File: config.mk
export PLATFORM = sky130hd
export DESIGN_NAME = phy_led_ctrl
export DESIGN_NICKNAME = d
export VERILOG_FILES = /design/src/rtl/phy_led_pkg.sv /design/src/rtl/led_blink_gen.sv /design/src/rtl/led_event_stretch.sv /design/src/rtl/led_mode_decode.sv /design/src/rtl/phy_led_ctrl.sv
export SDC_FILE = /design/constraint.sdc
export NUM_CORES = 1
export LEC_CHECK = 0
export CORE_ASPECT_RATIO = 1.75
export CORE_MARGIN = 1
export CORE_UTILIZATION = 54
export CTS_CLUSTER_SIZE = 30
export DETAILED_ROUTE_END_ITERATION = 10
export PLACE_DENSITY = 0.82
export SETUP_SLACK_MARGIN = 0.05
export SYNTH_ARGS = -nofsm -noshare
export SYNTH_HDL_FRONTEND = slang
export SYNTH_SLANG_ARGS = --single-unit
File: constraint.sdc
create_clock -name clk -period 5.5 [get_ports clk]
set_input_delay 0.825 -clock clk [delete_from_list [all_inputs] [get_ports clk]]
set_output_delay 0.825 -clock clk [all_outputs]
set_load 0.1 [all_outputs]
File: src/rtl/phy_led_pkg.sv
package phy_led_pkg;

  localparam int NUM_LEDS   = 4;
  localparam int MODE_W     = 4;
  localparam int CTRL_W     = NUM_LEDS * MODE_W;
  localparam logic [CTRL_W-1:0] CTRL_RESET = 16'h4A10;

  typedef enum logic [MODE_W-1:0] {
    MODE_ON_1000     = 4'h0,
    MODE_ON_100      = 4'h1,
    MODE_ON_10       = 4'h2,
    MODE_1000_BLK100 = 4'h3,
    MODE_LINK        = 4'h4,
    MODE_TX          = 4'h5,
    MODE_RX          = 4'h6,
    MODE_TXRX        = 4'h7,
    MODE_FDX         = 4'h8,
    MODE_COL         = 4'h9,
    MODE_LINK_ACT    = 4'hA,
    MODE_LINK_RXACT  = 4'hB,
    MODE_FDX_COL     = 4'hC,
    MODE_BLINK       = 4'hD,
    MODE_FORCE_ON    = 4'hE,
    MODE_FORCE_OFF   = 4'hF
  } led_mode_e;

  typedef enum logic [1:0] {
    SPD_10   = 2'd0,
    SPD_100  = 2'd1,
    SPD_1000 = 2'd2,
    SPD_NONE = 2'd3
  } speed_e;

  typedef struct packed {
    logic   link;
    speed_e speed;
    logic   fdx;
    logic   tx;
    logic   rx;
    logic   col;
    logic   blink;
  } led_status_t;

endpackage

File: src/rtl/led_blink_gen.sv
module led_blink_gen #(
  parameter int BLINK_HALF = 4096
) (
  input  logic clk,
  input  logic rst,
  output logic blink_o
);
  localparam int CW = (BLINK_HALF > 1) ? $clog2(BLINK_HALF) : 1;
  localparam logic [CW-1:0] LAST = CW'(BLINK_HALF - 1);

  logic [CW-1:0] cnt_q;
  logic          phase_q;
  logic          wrap;

  assign wrap = (cnt_q == LAST);

  always_ff @(posedge clk) begin
    if (rst) begin
      cnt_q   <= '0;
      phase_q <= 1'b0;
    end else if (wrap) begin
      cnt_q   <= '0;
      phase_q <= ~phase_q;
    end else begin
      cnt_q   <= cnt_q + 1'b1;
    end
  end

  assign blink_o = phase_q;

  // the wave only moves at the end of a half period
  assert_blink_step_R10: assert property (@(posedge clk) disable iff (rst)
    (phase_q != $past(phase_q)) |-> ($past(cnt_q) == LAST));

endmodule

File: src/rtl/led_event_stretch.sv
module led_event_stretch #(
  parameter int STRETCH_CYCLES = 2048
) (
  input  logic clk,
  input  logic rst,
  input  logic event_i,
  output logic active_o
);
  localparam int SW = $clog2(STRETCH_CYCLES + 1);
  localparam logic [SW-1:0] LOAD = SW'(STRETCH_CYCLES);

  logic [SW-1:0] left_q;

  always_ff @(posedge clk) begin
    if (rst)               left_q <= '0;
    else if (event_i)      left_q <= LOAD;
    else if (left_q != '0) left_q <= left_q - 1'b1;
  end

  assign active_o = (left_q != '0);

  // an event always opens (or reopens) the window
  assert_event_opens_R9: assert property (@(posedge clk) disable iff (rst)
    event_i |=> (active_o && left_q == LOAD));

endmodule

File: src/rtl/led_mode_decode.sv
module led_mode_decode
  import phy_led_pkg::*;
(
  input  logic [MODE_W-1:0] mode_i,
  input  led_status_t       st_i,
  output logic              lit_o
);
  logic any_act;
  assign any_act = st_i.tx | st_i.rx;

  always_comb begin
    lit_o = 1'b0;
    case (led_mode_e'(mode_i))
      MODE_ON_1000:     lit_o = st_i.link && st_i.speed == SPD_1000;
      MODE_ON_100:      lit_o = st_i.link && st_i.speed == SPD_100;
      MODE_ON_10:       lit_o = st_i.link && st_i.speed == SPD_10;
      MODE_1000_BLK100: lit_o = st_i.link && (st_i.speed == SPD_1000 ||
                                (st_i.speed == SPD_100 && st_i.blink));
      MODE_LINK:        lit_o = st_i.link;
      MODE_TX:          lit_o = st_i.link && st_i.tx;
      MODE_RX:          lit_o = st_i.link && st_i.rx;
      MODE_TXRX:        lit_o = st_i.link && any_act;
      MODE_FDX:         lit_o = st_i.link && st_i.fdx;
      MODE_COL:         lit_o = st_i.link && st_i.col;
      MODE_LINK_ACT:    lit_o = st_i.link && (any_act ? st_i.blink : 1'b1);
      MODE_LINK_RXACT:  lit_o = st_i.link && (st_i.rx ? st_i.blink : 1'b1);
      MODE_FDX_COL:     lit_o = st_i.link && (st_i.col ? st_i.blink : st_i.fdx);
      MODE_BLINK:       lit_o = st_i.blink;
      MODE_FORCE_ON:    lit_o = 1'b1;
      MODE_FORCE_OFF:   lit_o = 1'b0;
      default:          lit_o = 1'b0;
    endcase
  end

endmodule

File: src/rtl/phy_led_ctrl.sv
module phy_led_ctrl
  import phy_led_pkg::*;
#(
  parameter int BLINK_HALF     = 4096,
  parameter int STRETCH_CYCLES = 2048
) (
  input  logic                clk,
  input  logic                rst,
  input  logic                ctrl_wr_en,
  input  logic [CTRL_W-1:0]   ctrl_wr_data,
  output logic [CTRL_W-1:0]   ctrl_rd_data,
  input  logic                link_up,
  input  logic [1:0]          link_speed,
  input  logic                full_duplex,
  input  logic                tx_activity,
  input  logic                rx_activity,
  input  logic                collision,
  output logic [NUM_LEDS-1:0] led_out
);
  localparam int NUM_EVT = 3;

  logic [CTRL_W-1:0]   ctrl_q;
  logic [NUM_LEDS-1:0] lit;
  logic [NUM_LEDS-1:0] led_q;
  logic [NUM_EVT-1:0]  evt_raw;
  logic [NUM_EVT-1:0]  evt_held;
  logic                blink;
  led_status_t         status;

  always_ff @(posedge clk) begin
    if (rst)             ctrl_q <= CTRL_RESET;
    else if (ctrl_wr_en) ctrl_q <= ctrl_wr_data;
  end
  assign ctrl_rd_data = ctrl_q;

  led_blink_gen #(.BLINK_HALF(BLINK_HALF)) u_blink (
    .clk(clk), .rst(rst), .blink_o(blink)
  );

  assign evt_raw = {collision, rx_activity, tx_activity};

  for (genvar e = 0; e < NUM_EVT; e++) begin : g_stretch
    led_event_stretch #(.STRETCH_CYCLES(STRETCH_CYCLES)) u_str (
      .clk(clk), .rst(rst), .event_i(evt_raw[e]), .active_o(evt_held[e])
    );
  end

  assign status = '{link:  link_up,
                    speed: speed_e'(link_speed),
                    fdx:   full_duplex,
                    tx:    evt_held[0],
                    rx:    evt_held[1],
                    col:   evt_held[2],
                    blink: blink};

  for (genvar i = 0; i < NUM_LEDS; i++) begin : g_led
    led_mode_decode u_dec (
      .mode_i(ctrl_q[i*MODE_W +: MODE_W]),
      .st_i  (status),
      .lit_o (lit[i])
    );

    // link-qualified modes go dark as soon as the link is lost
    assert_link_down_dark_R8: assert property (@(posedge clk) disable iff (rst)
      (!link_up && ctrl_q[i*MODE_W +: MODE_W] <= 4'hC) |=> !led_out[i]);
    // forced codes ignore every status input
    assert_force_on_R7: assert property (@(posedge clk) disable iff (rst)
      (ctrl_q[i*MODE_W +: MODE_W] == 4'hE) |=> led_out[i]);
    assert_force_off_R7: assert property (@(posedge clk) disable iff (rst)
      (ctrl_q[i*MODE_W +: MODE_W] == 4'hF) |=> !led_out[i]);
  end

  always_ff @(posedge clk) begin
    if (rst) led_q <= '0;
    else     led_q <= lit;
  end
  assign led_out = led_q;

  // a write is visible on the read port one cycle later
  assert_readback_R1: assert property (@(posedge clk) disable iff (rst)
    ctrl_wr_en |=> (ctrl_rd_data == $past(ctrl_wr_data)));
  // reset leaves outputs dark and the register at its default
  assert_reset_state_R11: assert property (@(posedge clk)
    rst |=> (led_out == '0 && ctrl_rd_data == CTRL_RESET));

endmodule

# Yosys cells after proc, flatten, opt, wreduce, memory -nomap -nowiden
# Index checks and enable logic that the tools add are counted.
# Widths: inputs -> output; s select.
dict set report op_classes {
  n_eq_ne 63
  n_mux 13
  addsub 4
  n_reduce_logical 29
  bitwise_logic 2
}
# op n
set op_table {}
lappend op_table {{$eq 4x4->1 const B} 32}
lappend op_table {{$mux 12} 6}
lappend op_table {{$eq 4x3->1 const B} 16}
lappend op_table {{$pmux 1 s16} 4}
lappend op_table {{$reduce_bool 12->1} 3}
lappend op_table {{$sub 12x1->12 const B} 3}
lappend op_table {{$eq 4x2->1 const B} 8}
lappend op_table {{$eq 4x1->1 const B} 4}
lappend op_table {{$logic_not 4->1} 4}
lappend op_table {{$logic_and 1x1->1} 13}
lappend op_table {{$add 12x1->12 const B} 1}
lappend op_table {{$eq 12x12->1 const B} 1}
lappend op_table {{$reduce_or 2->1} 4}
lappend op_table {{$reduce_bool 2->1} 3}
lappend op_table {{$mux 1} 3}
lappend op_table {{$eq 2x1->1 const B} 1}
lappend op_table {{$eq 2x2->1 const B} 1}
lappend op_table {{$logic_not 2->1} 1}
lappend op_table {{$logic_or 1x1->1} 1}
lappend op_table {{$not 1->1} 1}
lappend op_table {{$or 1x1->1} 1}
dict set report totals {
  reg_bits 69
  output_inout_bits 20
  word_cells 121
}

# Depth between registers and ports, before layout
# Gate-level depths: netlist of run 1.
dict set report logic_depth {
  ltp_word 5
  depth_mapped 9
  depth_no_buf 7
}

# By module
# A second synthesis of run 1 with hierarchy kept.
dict set report hier_totals {
  cells_unflattened 445
  hier_area_um2 3908.7
}
# mod area_per_inst_um2 seq_area_each_um2 cells_per_inst n_inst
set modules_own_cells {}
lappend modules_own_cells {led_event_stretch 629.4 240.2 72 3}
lappend modules_own_cells {led_mode_decode 185.2 0.0 26 4}
lappend modules_own_cells {phy_led_ctrl 693.2 400.4 60 1}
lappend modules_own_cells {led_blink_gen 586.8 260.2 65 1}

# Least setup slack after synthesis of run 1
# OpenSTA, ideal clock, no wires.
dict set report synth_path {
  path_type {reg-to-reg}
  from {reg g_stretch[2].u_str.left_q[0]}
  to {reg led_q[1], in the netlist led_out[1]}
  slack_ns 3.113
  t_arrival_ns 2.262
  stages_incl_launch_ff 9
  synth_period_minus_slack_ns 2.387
  required_time_ns 5.375
  n_path_buf 1
  cell_sequence {dfxtp_1 inv_1 ha_1 or4b_1 or4b_1 clkbuf_1 a222oi_1 a2111oi_1 o41a_1}
}
dict set report synth_via {
  elab_chain_cells 4
  word_cells_on_any_way 5
}
# element line_no
set synth_lines {}
lappend synth_lines {{from (decl)} led_event_stretch.sv:12} ;# logic [SW-1:0] left_q;
lappend synth_lines {{from (signal assigned)} led_event_stretch.sv:17} ;# else if (left_q != '0) left_q <= left_q - 1'b1;
lappend synth_lines {{$reduce_bool 12->1 (*)} led_event_stretch.sv:20} ;# assign active_o = (left_q != '0);
lappend synth_lines {{$mux 1} led_mode_decode.sv:27} ;# MODE_FDX_COL: lit_o = st_i.link && (st_i.col ? st_i.blink : st_i.fdx);
lappend synth_lines {{$logic_and 1x1->1} led_mode_decode.sv:27}
lappend synth_lines {{$pmux 1 s16 (*)} led_mode_decode.sv:13} ;# case (led_mode_e'(mode_i))
lappend synth_lines {{to (signal assigned)} phy_led_ctrl.sv:75} ;# else led_q <= lit;
lappend synth_lines {{to (decl)} phy_led_ctrl.sv:24} ;# logic [NUM_LEDS-1:0] led_q;
# Mark *: on every way between the ends. The rest lies on a longest branch, timed or not.
# A chain may end at the register's enable or synchronous reset.

# Worst setup path in the final report of run 1
dict set report layout_path {
  from {reg ctrl_q[8], in the netlist ctrl_rd_data[8]}
  to {out ctrl_rd_data[8]}
}
# element line_no
set layout_lines {}
lappend layout_lines {{from (decl)} phy_led_ctrl.sv:22} ;# logic [CTRL_W-1:0] ctrl_q;
lappend layout_lines {{from (signal assigned)} phy_led_ctrl.sv:32} ;# else if (ctrl_wr_en) ctrl_q <= ctrl_wr_data;
lappend layout_lines {{to (decl)} phy_led_ctrl.sv:11} ;# output logic [CTRL_W-1:0] ctrl_rd_data,
# No word-level cell between the ends.

==> results of run 1 <==
## synthesized netlist by cell type (3+ instances only)
cell       count  share of area
a211oi_1       4         0.0083
a21oi_1        8          0.011
a22oi_1        3         0.0062
a31oi_1        7          0.012
a32o_1         3         0.0083
clkbuf_1      20          0.021
dfxtp_1       69           0.38
ha_1           6          0.021
inv_1         16          0.017
mux2i_1       22          0.061
nand2_1       24          0.025
nand2b_1       9          0.016
nand3_1       15          0.021
nand3b_1      12          0.025
nand4_1        7          0.012
nor2_1        82          0.085
nor2b_1       10          0.017
nor3_1        18          0.025
nor3b_1        3         0.0062
nor4_1         5         0.0087
o2111ai_1      3         0.0073
o21a_1         4         0.0083
o21ai_0        4         0.0055
o221ai_1       3         0.0073
or2_2          4         0.0069
xnor2_1       16          0.039
xor2_1        21          0.051
## final cells by class
cell class | instances | area (µm²) | area share
multi-input combinational | 325 | 2080 | 0.481
sequential | 69 | 1380 | 0.319
timing repair buffer | 45 | 450 | 0.104
clock buffer | 14 | 244 | 0.0563
tap | 82 | 103 | 0.0237
inverter | 16 | 60.1 | 0.0139
clock inverter | 2 | 10.0 | 0.00231
## flip-flops by register name (all words and copies together) (netlist names)
register                cells
u_blink.blink_o             1
ctrl_rd_data               16
led_out                     4
g_stretch.u_str.left_q     36
u_blink.cnt_q              12
## worst reg2reg max path: stages (launching register included)
cell	delay [ps]
dfxtp_1	330
inv_1	90
ha_1	140
or4b_1	480
or4b_1	750
a222oi_1	340
a2111oi_1	130
o41a_1	310
## worst max-delay path by stage
stage | slack (ps) | cells after the start | startpoint | end
final | 2550 | 1 | ctrl_rd_data[8]$_SDFFE_PP0P_ | ctrl_rd_data[8]
after CTS | 2530 | 1 | ctrl_rd_data[8]$_SDFFE_PP0P_ | ctrl_rd_data[8]
after detailed placement | 2740 | 6 | link_up | led_out[3]$_SDFF_PP0_
after global placement | 2800 | 3 | rst | g_stretch[2].u_str.left_q[1]$_SDFFE_PP0P_
after floorplan | 3110 | 8 | g_stretch[2].u_str.left_q[0]$_SDFFE_PP0P_ | led_out[1]$_SDFF_PP0_
after global routing | 2490 | 1 | ctrl_rd_data[8]$_SDFFE_PP0P_ | ctrl_rd_data[8]
## power by group through the flow
stage | registers [mW] | clock network (mW) | logic (mW)
finish | 0.761 | 0.500 | 1.26
global route | 0.782 | 0.536 | 1.41
CTS | 0.759 | 0.509 | 1.26
detailed placement | 0.768 | 0 | 1.25
global placement | 0.762 | 0 | 1.21
floorplan | 0.808 | 0 | 0.981
## metal layers
layer,global-route usage,up-vias,part of all wire
met5,0,-,0
met4,0.138,0,0.024
met3,0.0679,13,0.039
met2,0.466,69,0.54
met1,0.255,1532,0.40
li1,-,1587,-
## per-stage QoR
step                      hold slack (ps)  instances  power [mW]
final                                 495        553        2.52
after global routing                  534        553        2.73
after CTS                             501        553        2.53
after detailed placement              490        537        2.01
after global placement                475        537        1.98
after floorplan                       453        434        1.79
## cells by family (layout without fill, tap and decap cells)
| family | after synthesis | after routing |
|---|---|---|
| simple gates | 202 | 202 |
| compound gates | 56 | 56 |
| fa+ha+maj | 6 | 6 |
| flops | 69 | 69 |
| mux | 24 | 24 |
| xor+xnor | 37 | 37 |
| buf+inv | 40 | 77 |
==> metrics.md, run 1 <==
| Metric | Value |
|---|---|
| CORE AREA | `0.00649 mm²` |
| Drt pass-1 iters | `4` |
| Reg power frac | `0.302` |
| Post-synthesis adder-cell area fraction | `0.0208` |
| Post-route DRC | `0` |
| CTS Buffer Depth | `2` |
| Crit path arrival time | `around 2100 ps` |
| Final Worst Setup Slack | `2550 ps` |
| Delay-heaviest family, CP | `buffers and inverters` |
| Syn Inst Count | `434` |
| Max_slew headroom | `0.305` |
| Final max-slew violation count | `0` |
| Post-CTS Hold Buffers | `0` |
| Hold EP | `u_blink.cnt_q[0]$_SDFF_PP0_` |
| Port buffer count | `45` |
| Register bit total from synthesis | `69` |
| RSZ-0062 raised after global routing | `no` |
| Final WL | `~8.1 mm` |
| Startpoint types | `register` |
| Top FF cell, synth | `dfxtp_1` |
| Reg2Reg Depth | `7` |
| P_int | `around 1.5 mW` |
| Outcome | `finished, final reports clean` |
| Maxcap violations | `0` |
| Post CTS Setup Buffer Count | `0` |
| Final antenna-violating net count | `0` |
| CTS tree | `done` |
| Initial antenna violation count | `0` |
| Area grow syn2layout | `19.8%` |
| CTS-repair resized insts | `0` |
| Required @ worst endpoint | `4680 ps` |
| Critical R2R Launch | `g_stretch[2].u_str.left_q[0]$_SDFFE_PP0P_` |
| Leak | `~1.7 nW` |
| Post-synthesis mux area share | `0.0671` |
| Clk pin slew, worst setup/hold paths | `50 ps` |
| Setup Crit Path Kind | `reg -> out` |
| Fin Setup TNS | `0 ps` |
| Layout net count | `498` |
| Syn nets | `~470` |
| Initial DRC count | `159` |
| Rows | `39` |
| CP peak stage delay | `approximately 1200 ps` |
| Most frequent cells in the layout | `nor2_1 (82), dfxtp_1 (69), clkdlybuf4s50_1 (45), nand2_1 (24), mux2i_1 (22)` |
| Die Y | `110 µm` |
| Syn_area_per_cell | `8.33 µm²` |
| Diode count | `0` |
| Util after Layout | `0.667` |
| Simple-gate area share of the yosys netlist | `0.281` |
| Total track usage | `0.253` |
| Buf+Inv Stages, Crit Path | `1` |
| Post-synthesis xor/xnor area fraction | `0.0896` |
| Cell area power density | `582 mW/mm²` |
| Die area | `0.00704 mm²` |
| Number of synthesized flops with an enable pin | `0` |
| Combinational power share | `0.500` |
| Vias in the first global route | `around 3100` |
| Final-layout fill cell count | `545` |
| Setup violators final | `0` |
| Clock skew | `around 5 ps` |
| Largest family of logic cells by synthesized area | `simple AND/OR/NAND/NOR gates` |
| Post-synth cell types | `50` |
| Commonest non-fill, non-tap cell in the layout | `nor2_1` |
| Root buffer cell | `clkbuf_16` |
| Synthesized area | `0.00362 mm²` |
| CP max FO | `11` |
| Layout cell share with drive strength beyond 1 | `0.0403` |
| Tmin final | `between 2000 and 3000 ps` |
| Syn. warnings | `0` |
| Worst Setup End Kind | `primary output` |
| Sequential fraction of the synthesis area | `0.382` |
| # clock sinks | `between 60 and 70` |
| GR Overflow Total | `0` |
| Net switching power | `1.06 mW` |
| Hpwl dp | `5.74 mm` |
| Die Wd | `63.9 µm` |
| Worst-Skew Late Latency | `330 ps` |
| Via/cell ratio | `5.79` |
| Initial Util | `0.557` |
| Routed wire per std cell | `14.7 µm` |
| Tcrit/Tclk final | `0.537` |
| Hold_sp | `u_blink.cnt_q[0]$_SDFF_PP0_` |
| Largest net degree at the start of global routing | `28` |
| Peak supply drop | `around 0.00042 V` |
| Switching Share | `0.422` |
| Worst-path cell with the longest stage delay | `clkdlybuf4s50_1` |
| Boundary pin count | `46` |
| Hold depth | `1` |
| Via count | `roughly 3200` |
| Area post-placement | `0.00408 mm²` |
| Fmax | `0.339 GHz` |
| H-tree depth | `3` |
| Cell Chain, Critical Path | `clkdlybuf4s50_1` |
| Hold crit path type | `reg -> reg` |
| Ys async rst share | `0` |
| First-pass GRT wire length | `13.5 mm` |
| Reg2reg end | `led_out[1]$_SDFF_PP0_` |
| Worst reg2reg setup slack | `2820 ps` |
| Hold violation count in the final report | `0` |
| Final RePlAce weighted congestion | `0.854` |
| Clock power frac | `0.199` |
| Setup WS pre-CTS | `between 2000 and 3000 ps` |
| Worst-margin pin slew | `1040 ps` |
| Compound-gate portion of the synthesized area | `0.117` |
| Final Instance Area | `0.00433 mm²` |
| CTS Buf Count | `9` |
Note: power is estimated with default switching activity, not from simulation.
==> run 2: changes to the inputs <==
Clock period 5.5 ns to 2.9 ns, I/O delays scaled along.
==> run 2 against run 1 <==
Net effect: largest power group unchanged; clock skew rose by 1.2 ps; total power rose by 99%; clock power rose by 93%.
==> metrics.md, run 2 (synthesis results as in run 1) <==
| Metric | Value |
|---|---|
| Outcome | `finished, final reports clean` |
| Clk pin slew, worst setup/hold paths | `50 ps (about the same)` |
| Final antenna-violating net count | `0 (unchanged)` |
| Root buffer cell | `clkbuf_16` |
| Worst reg2reg setup slack | `380 ps (-2440 ps)` |
| GR Overflow Total | `0 (unchanged)` |
| Hold depth | `1 (unchanged)` |
| Via count | `3197 (-0.12%)` |
| # clock sinks | `69 (unchanged)` |
| Worst-margin pin slew | `609 ps (-430 ps)` |
| Required @ worst endpoint | `3110 ps (-1570 ps)` |
| Initial DRC count | `183 (+15%)` |
| Largest net degree at the start of global routing | `18 (-36%)` |
| H-tree depth | `3 (unchanged)` |
| Tmin final | `2520 ps` |
| Tcrit/Tclk final | `0.870` |
| Hold violation count in the final report | `0 (unchanged)` |
| Via/cell ratio | `5.66 (-2.2%)` |
| Diode count | `0 (unchanged)` |
| Drt pass-1 iters | `4 (unchanged)` |
| Initial Util | `0.557 (unchanged)` |
| Area grow syn2layout | `21.2%` |
| CTS-repair resized insts | `0 (unchanged)` |
| Hold crit path type | `reg -> reg` |
| Worst Setup End Kind | `register` |
| Boundary pin count | `46 (unchanged)` |
| Final non-filler cell total | `565 (+2.2%)` |
| Most frequent cells in the layout | `nor2_1 (82), dfxtp_1 (69), buf_4 (33), clkdlybuf4s50_1 (25), nand2_1 (24)` |
| Largest Register | `g_stretch.u_str.left_q` |
| Final Worst Setup Slack | `377 ps (-2170 ps)` |
| Post-CTS Hold Buffers | `0 (unchanged)` |
| Reg2reg end | `led_out[1]$_SDFF_PP0_` |
| CTS Buffer Depth | `2 (unchanged)` |
| Critical R2R Launch | `g_stretch[2].u_str.left_q[1]$_SDFFE_PP0P_` |
| Cell Chain, Critical Path | `inv_1, ha_1, or4b_1, or4b_1, a222oi_1, a2111oi_1, o41a_1` |
| Worst-Skew Late Latency | `330 ps (about the same)` |
| RSZ-0062 raised after global routing | `no` |
| Startpoint types | `register` |
| Post CTS Setup Buffer Count | `0 (unchanged)` |
| Worst Setup EP | `led_out[1]$_SDFF_PP0_` |
| Fin Setup TNS | `0 ps (unchanged)` |
| Layout net count | `511 (+2.6%)` |
| Peak supply drop | `0.000769 V (+81%)` |
| Clock skew | `6.31 ps (+1.17 ps)` |
| CP peak stage delay | `610 ps (-610 ps)` |
| Layout cell share with drive strength beyond 1 | `0.110 (+0.0694)` |
| Die Wd | `63.9 µm (unchanged)` |
| Final max-slew violation count | `0 (unchanged)` |
| Max_slew headroom | `0.591 (+0.286)` |
| CP most frequent cell | `or4b_1` |
| # placed instances | `550 (+2.4%)` |
| Setup Crit Path Kind | `reg -> reg` |
| Worst-path cell with the longest stage delay | `or4b_1` |
| Initial antenna violation count | `0 (unchanged)` |
| Routed wire per std cell | `14.7 µm (-0.34%)` |
| Cell area power density | `1140 mW/mm² (+96%)` |
| CTS Buf Count | `9 (unchanged)` |
| Hpwl dp | `5.97 mm (+4.1%)` |
| Commonest non-fill, non-tap cell in the layout | `nor2_1` |
| CP max FO | `5 (-6)` |
| Setup WS pre-CTS | `418 ps (-2320 ps)` |
| Crit. Startpoint | `g_stretch[2].u_str.left_q[1]$_SDFFE_PP0P_` |
| Die area | `0.00704 mm² (unchanged)` |
| Port buffer count | `45 (unchanged)` |
| Final WL | `8.28 mm (+1.8%)` |
| Die Y | `110 µm (unchanged)` |
| Total track usage | `0.257 (+0.00359)` |
| CORE AREA | `0.00649 mm² (unchanged)` |
| Max reg flops | `36 (unchanged)` |
| Setup violators final | `0 (unchanged)` |
| Rows | `39 (unchanged)` |
| Post-route DRC | `0 (unchanged)` |
| Reg2Reg Depth | `7 (unchanged)` |
| Hold_sp | `u_blink.cnt_q[0]$_SDFF_PP0_` |
| Vias in the first global route | `3148 (+2.2%)` |
| CTS tree | `done` |
| Maxcap violations | `0 (unchanged)` |
| Final RePlAce weighted congestion | `0.832 (-2.6%)` |
| Fmax | `0.396 GHz` |
| Leak | `1.75 nW (+5.6%)` |
| First-pass GRT wire length | `13.9 mm (+2.4%)` |
| Crit path arrival time | `2740 ps (+610 ps)` |
## run 2: changes by cell type in the layout (fill, tap and decap cells not counted)
cell             delta
clkbuf_1            -2
clkbuf_8            +1
clkdlybuf4s50_1    -20
buf_4              +33
## run 2: worst min path at each step
stage                     slack (ps)                     endpoint
after CTS                        510  u_blink.cnt_q[0]$_SDFF_PP0_
after detailed placement         500  u_blink.cnt_q[0]$_SDFF_PP0_
final                            500  u_blink.cnt_q[0]$_SDFF_PP0_
after global routing             530  u_blink.cnt_q[0]$_SDFF_PP0_
after global placement           480  u_blink.cnt_q[0]$_SDFF_PP0_
after floorplan                  450  u_blink.cnt_q[0]$_SDFF_PP0_
## run 2: where the power goes
group | internal (mW) | switching (mW)
logic | 1.16 | 1.44
registers | 1.19 | 0.250
clock network | 0.594 | 0.372
total | 2.95 | 2.07
## run 2: cell type report
class / instances / area (µm²)
multi-input combinational: 325 / 2080
tap: 82 / 103
inverter: 16 / 60.1
clock buffer: 13 / 250
sequential: 69 / 1380
clock inverter: 2 / 10.0
timing repair buffer: 58 / 498
fill: 527 / 2110
## run 2: worst max-delay path: cells and delay by family (launching register included)
family                   cells  cell delay, ps
AO/OA/AOI/OAI                3             740
adder cells (fa/ha/maj)      1             150
buffers and inverters        1              90
flip-flops                   1             330
AND/OR/NAND/NOR              2            1100
## run 2: per-layer routing
metal	track usage	vias up	part of all wire
li1	-	1614	-
met1	0.259	1500	0.40
met2	0.481	62	0.53
met3	0.0586	21	0.034
met4	0.136	0	0.031
met5	0	-	0
## run 2: through the flow
stage | utilization | cell area [µm²] | total power, mW | hold slack (ps)
6_report | 0.676 | 4380 | 5.01 | 505
5_1_grt | 0.676 | 4380 | 5.38 | 528
4_1_cts | 0.676 | 4380 | 5.02 | 507
3_5_place_dp | 0.635 | 4120 | 4.03 | 496
3_3_place_gp | 0.635 | 4120 | 3.95 | 480
2_1_floorplan | - | 3620 | 3.39 | 453
==> run 3: changes to the inputs <==
Settings changed: CORE_UTILIZATION 54 to 50, PLACE_DENSITY 0.82 to 0.8, TNS_END_PERCENT set to 100.
Clock period 2.9 ns to 2.14 ns, I/O delays scaled along.
==> run 3 against run 2 <==
Net effect: the run now ends with negative setup slack left; via count grew 8.3%; utilization rose by 1.6 points; first-iteration DRC count up 10%; sequential power grew 34%.
==> metrics.md, run 3 (synthesis results as in run 1) <==
| Metric | Value |
|---|---|
| Cell Chain, Critical Path | `inv_2, ha_4, or4b_4, or4b_4, a222oi_1, a2111oi_1, o41a_1` |
| Hold crit path type | `reg -> reg` |
| Initial antenna violation count | `0 (unchanged)` |
| Multi-input gate area | `0.00217 mm² (+4.1%)` |
| Maxcap violations | `0 (unchanged)` |
| Combinational power share | `0.575 (+0.055)` |
| Clock skew | `5.26 ps (-1.06 ps)` |
| Util after Layout | `0.692 (+0.0163)` |
| Rows | `40 (+2.6%)` |
| Final Instance Area | `0.00478 mm² (+9.0%)` |
| Post-CTS Hold Buffers | `0 (unchanged)` |
| Cell area power density | `1650 mW/mm² (+45%)` |
| Tmin final | `2400 ps (-119 ps)` |
| CORE AREA | `0.00691 mm² (+6.4%)` |
| P_int | `4.71 mW (+60%)` |
| Die Y | `114 µm (+3.9%)` |
| Root buffer cell | `clkbuf_16` |
| Initial Util | `0.524 (-0.0336)` |
| Via/cell ratio | `5.77 (+1.9%)` |
| Setup violators final | `11 (+11)` |
| Most frequent cells in the layout | `nor2_1 (81), dfxtp_1 (63), buf_4 (60), clkdlybuf4s50_1 (25)` |
| Final max-slew violation count | `0 (unchanged)` |
| Tcrit/Tclk final | `1.12 (+0.253)` |
| CP max FO | `4 (-1)` |
| Area post-placement | `0.00431 mm² (+4.6%)` |
| # clock sinks | `69 (unchanged)` |
| CTS tree | `done` |
| First-pass GRT wire length | `15.3 mm (+10%)` |
| GR Overflow Total | `0 (unchanged)` |
| Hold violation count in the final report | `0 (unchanged)` |
| Crit path arrival time | `2630 ps (-110 ps)` |
| Die Wd | `66.3 µm (+3.8%)` |
| Peak supply drop | `0.000898 V (+17%)` |
| Hpwl dp | `6.50 mm (+8.9%)` |
| Max reg flops | `36 (unchanged)` |
| Worst-margin pin slew | `530 ps (-78.6 ps)` |
| Layout cell share with drive strength beyond 1 | `0.207 (+0.0976)` |
| Port buffer count | `45 (unchanged)` |
| Worst-path cell with the longest stage delay | `or4b_4` |
| Delay-heaviest family, CP | `simple AND/OR/NAND/NOR gates` |
| Worst Setup End Kind | `register` |
| Buf+Inv Stages, Crit Path | `1 (unchanged)` |
| Startpoint types | `register` |
| Diode count | `0 (unchanged)` |
| Commonest non-fill, non-tap cell in the layout | `nor2_1` |
| CTS Buf Count | `9 (unchanged)` |
| Boundary pin count | `46 (unchanged)` |
| Setup Crit Path Kind | `reg -> reg` |
| Die area | `0.00759 mm² (+7.8%)` |
| Fin Setup TNS | `-1190 ps (-1190 ps)` |
| Final hold slack | `498 ps (-6.95 ps)` |
| Clock power frac | `0.181 (-0.012)` |
| Largest Register | `g_stretch.u_str.left_q` |
| Final WL | `9.46 mm (+14%)` |
| Outcome | `complete, but fails checks` |
| Post-route DRC | `0 (unchanged)` |
| Fmax | `0.416 GHz (+4.9%)` |
| Layout net count | `543 (+6.3%)` |
| Drt pass-1 iters | `4 (unchanged)` |
| Failing checks | `negative setup slack` |
| Final Total Pwr | `7.90 mW (+58%)` |
| Final antenna-violating net count | `0 (unchanged)` |
| CP peak stage delay | `540 ps (-70 ps)` |
| RSZ-0062 raised after global routing | `yes` |
| Worst-Skew Late Latency | `340 ps (about the same)` |
| Clk pin slew, worst setup/hold paths | `50 ps (about the same)` |
| Switching Share | `0.404 (-0.00773)` |
| Net switching power | `3.20 mW (+55%)` |
| Setup WS pre-CTS | `-316 ps (-735 ps)` |
| Max_slew headroom | `0.644 (+0.0528)` |
| Largest net degree at the start of global routing | `21 (+3)` |
| Required @ worst endpoint | `2360 ps (-750 ps)` |
| Leak | `1.96 nW (+12%)` |
| Routed wire per std cell | `15.8 µm (+7.6%)` |
| CP most frequent cell | `or4b_4` |
| H-tree depth | `3 (unchanged)` |
| Vias in the first global route | `3397 (+7.9%)` |
| # placed instances | `574 (+4.4%)` |
| Final Worst Setup Slack | `-264 ps (-641 ps)` |
| Via count | `3461 (+8.3%)` |
| Reg power frac | `0.245 (-0.043)` |
| Total track usage | `0.265 (+0.00893)` |
| Initial DRC count | `202 (+10%)` |
| Final non-filler cell total | `600 (+6.2%)` |
| Final-layout fill cell count | `570 (+8.2%)` |
| Register area | `0.00139 mm² (+0.54%)` |
| CTS Buffer Depth | `2 (unchanged)` |
| Area grow syn2layout | `32.1%` |
| Final RePlAce weighted congestion | `0.928 (+12%)` |
[run 3: changes by cell type in the layout (fill, tap and decap cells not counted), moves of 3 or more]
cell	change
buf_6	+4
dfxtp_2	+6
clkbuf_8	+3
dfxtp_1	-6
buf_4	+27
[run 3: repair_timing]
item	in CTS	in global routing
gates cloned	1	0
resized for setup	10	14
endpoints found under the setup margin	12	15
pin swaps	9	10
setup buffers	10	1
[run 3: final timing paths]
kind	to	slack, ps	cells past startpoint	startpoint
setup / recovery	led_out[1]$_SDFF_PP0_	-260	7	g_stretch[2].u_str.left_q[0]$_SDFFE_PP0P_
hold / removal	u_blink.cnt_q[0]$_SDFF_PP0_	500	1	u_blink.cnt_q[0]$_SDFF_PP0_
setup reg to reg	led_out[1]$_SDFF_PP0_	-260	7	g_stretch[2].u_str.left_q[0]$_SDFFE_PP0P_
hold reg to reg	u_blink.cnt_q[0]$_SDFF_PP0_	500	1	u_blink.cnt_q[0]$_SDFF_PP0_
[run 3: final cells by class]
type | count | area share
multi-input cells | 325 | 0.454
flip-flops and latches | 69 | 0.291
repair buffers | 90 | 0.160
clock buffers | 16 | 0.0610
well taps | 84 | 0.0220
inverters | 16 | 0.0126
[run 3: power by group through the flow]
stage	clock network [mW]	logic, mW	registers [mW]
after floorplan	0	2.55	2.08
after global placement	0	3.86	1.92
after detailed placement	0	3.93	1.94
after CTS	1.45	4.27	1.93
after global routing	1.50	4.92	1.97
final	1.43	4.54	1.93
[run 3: layer usage]
| layer | global-route usage | share of wire |
|---|---|---|
| met3 | 0.0717 | 0.049 |
| met1 | 0.279 | 0.38 |
| met4 | 0.159 | 0.043 |
| met5 | 0 | 0 |
| met2 | 0.459 | 0.53 |
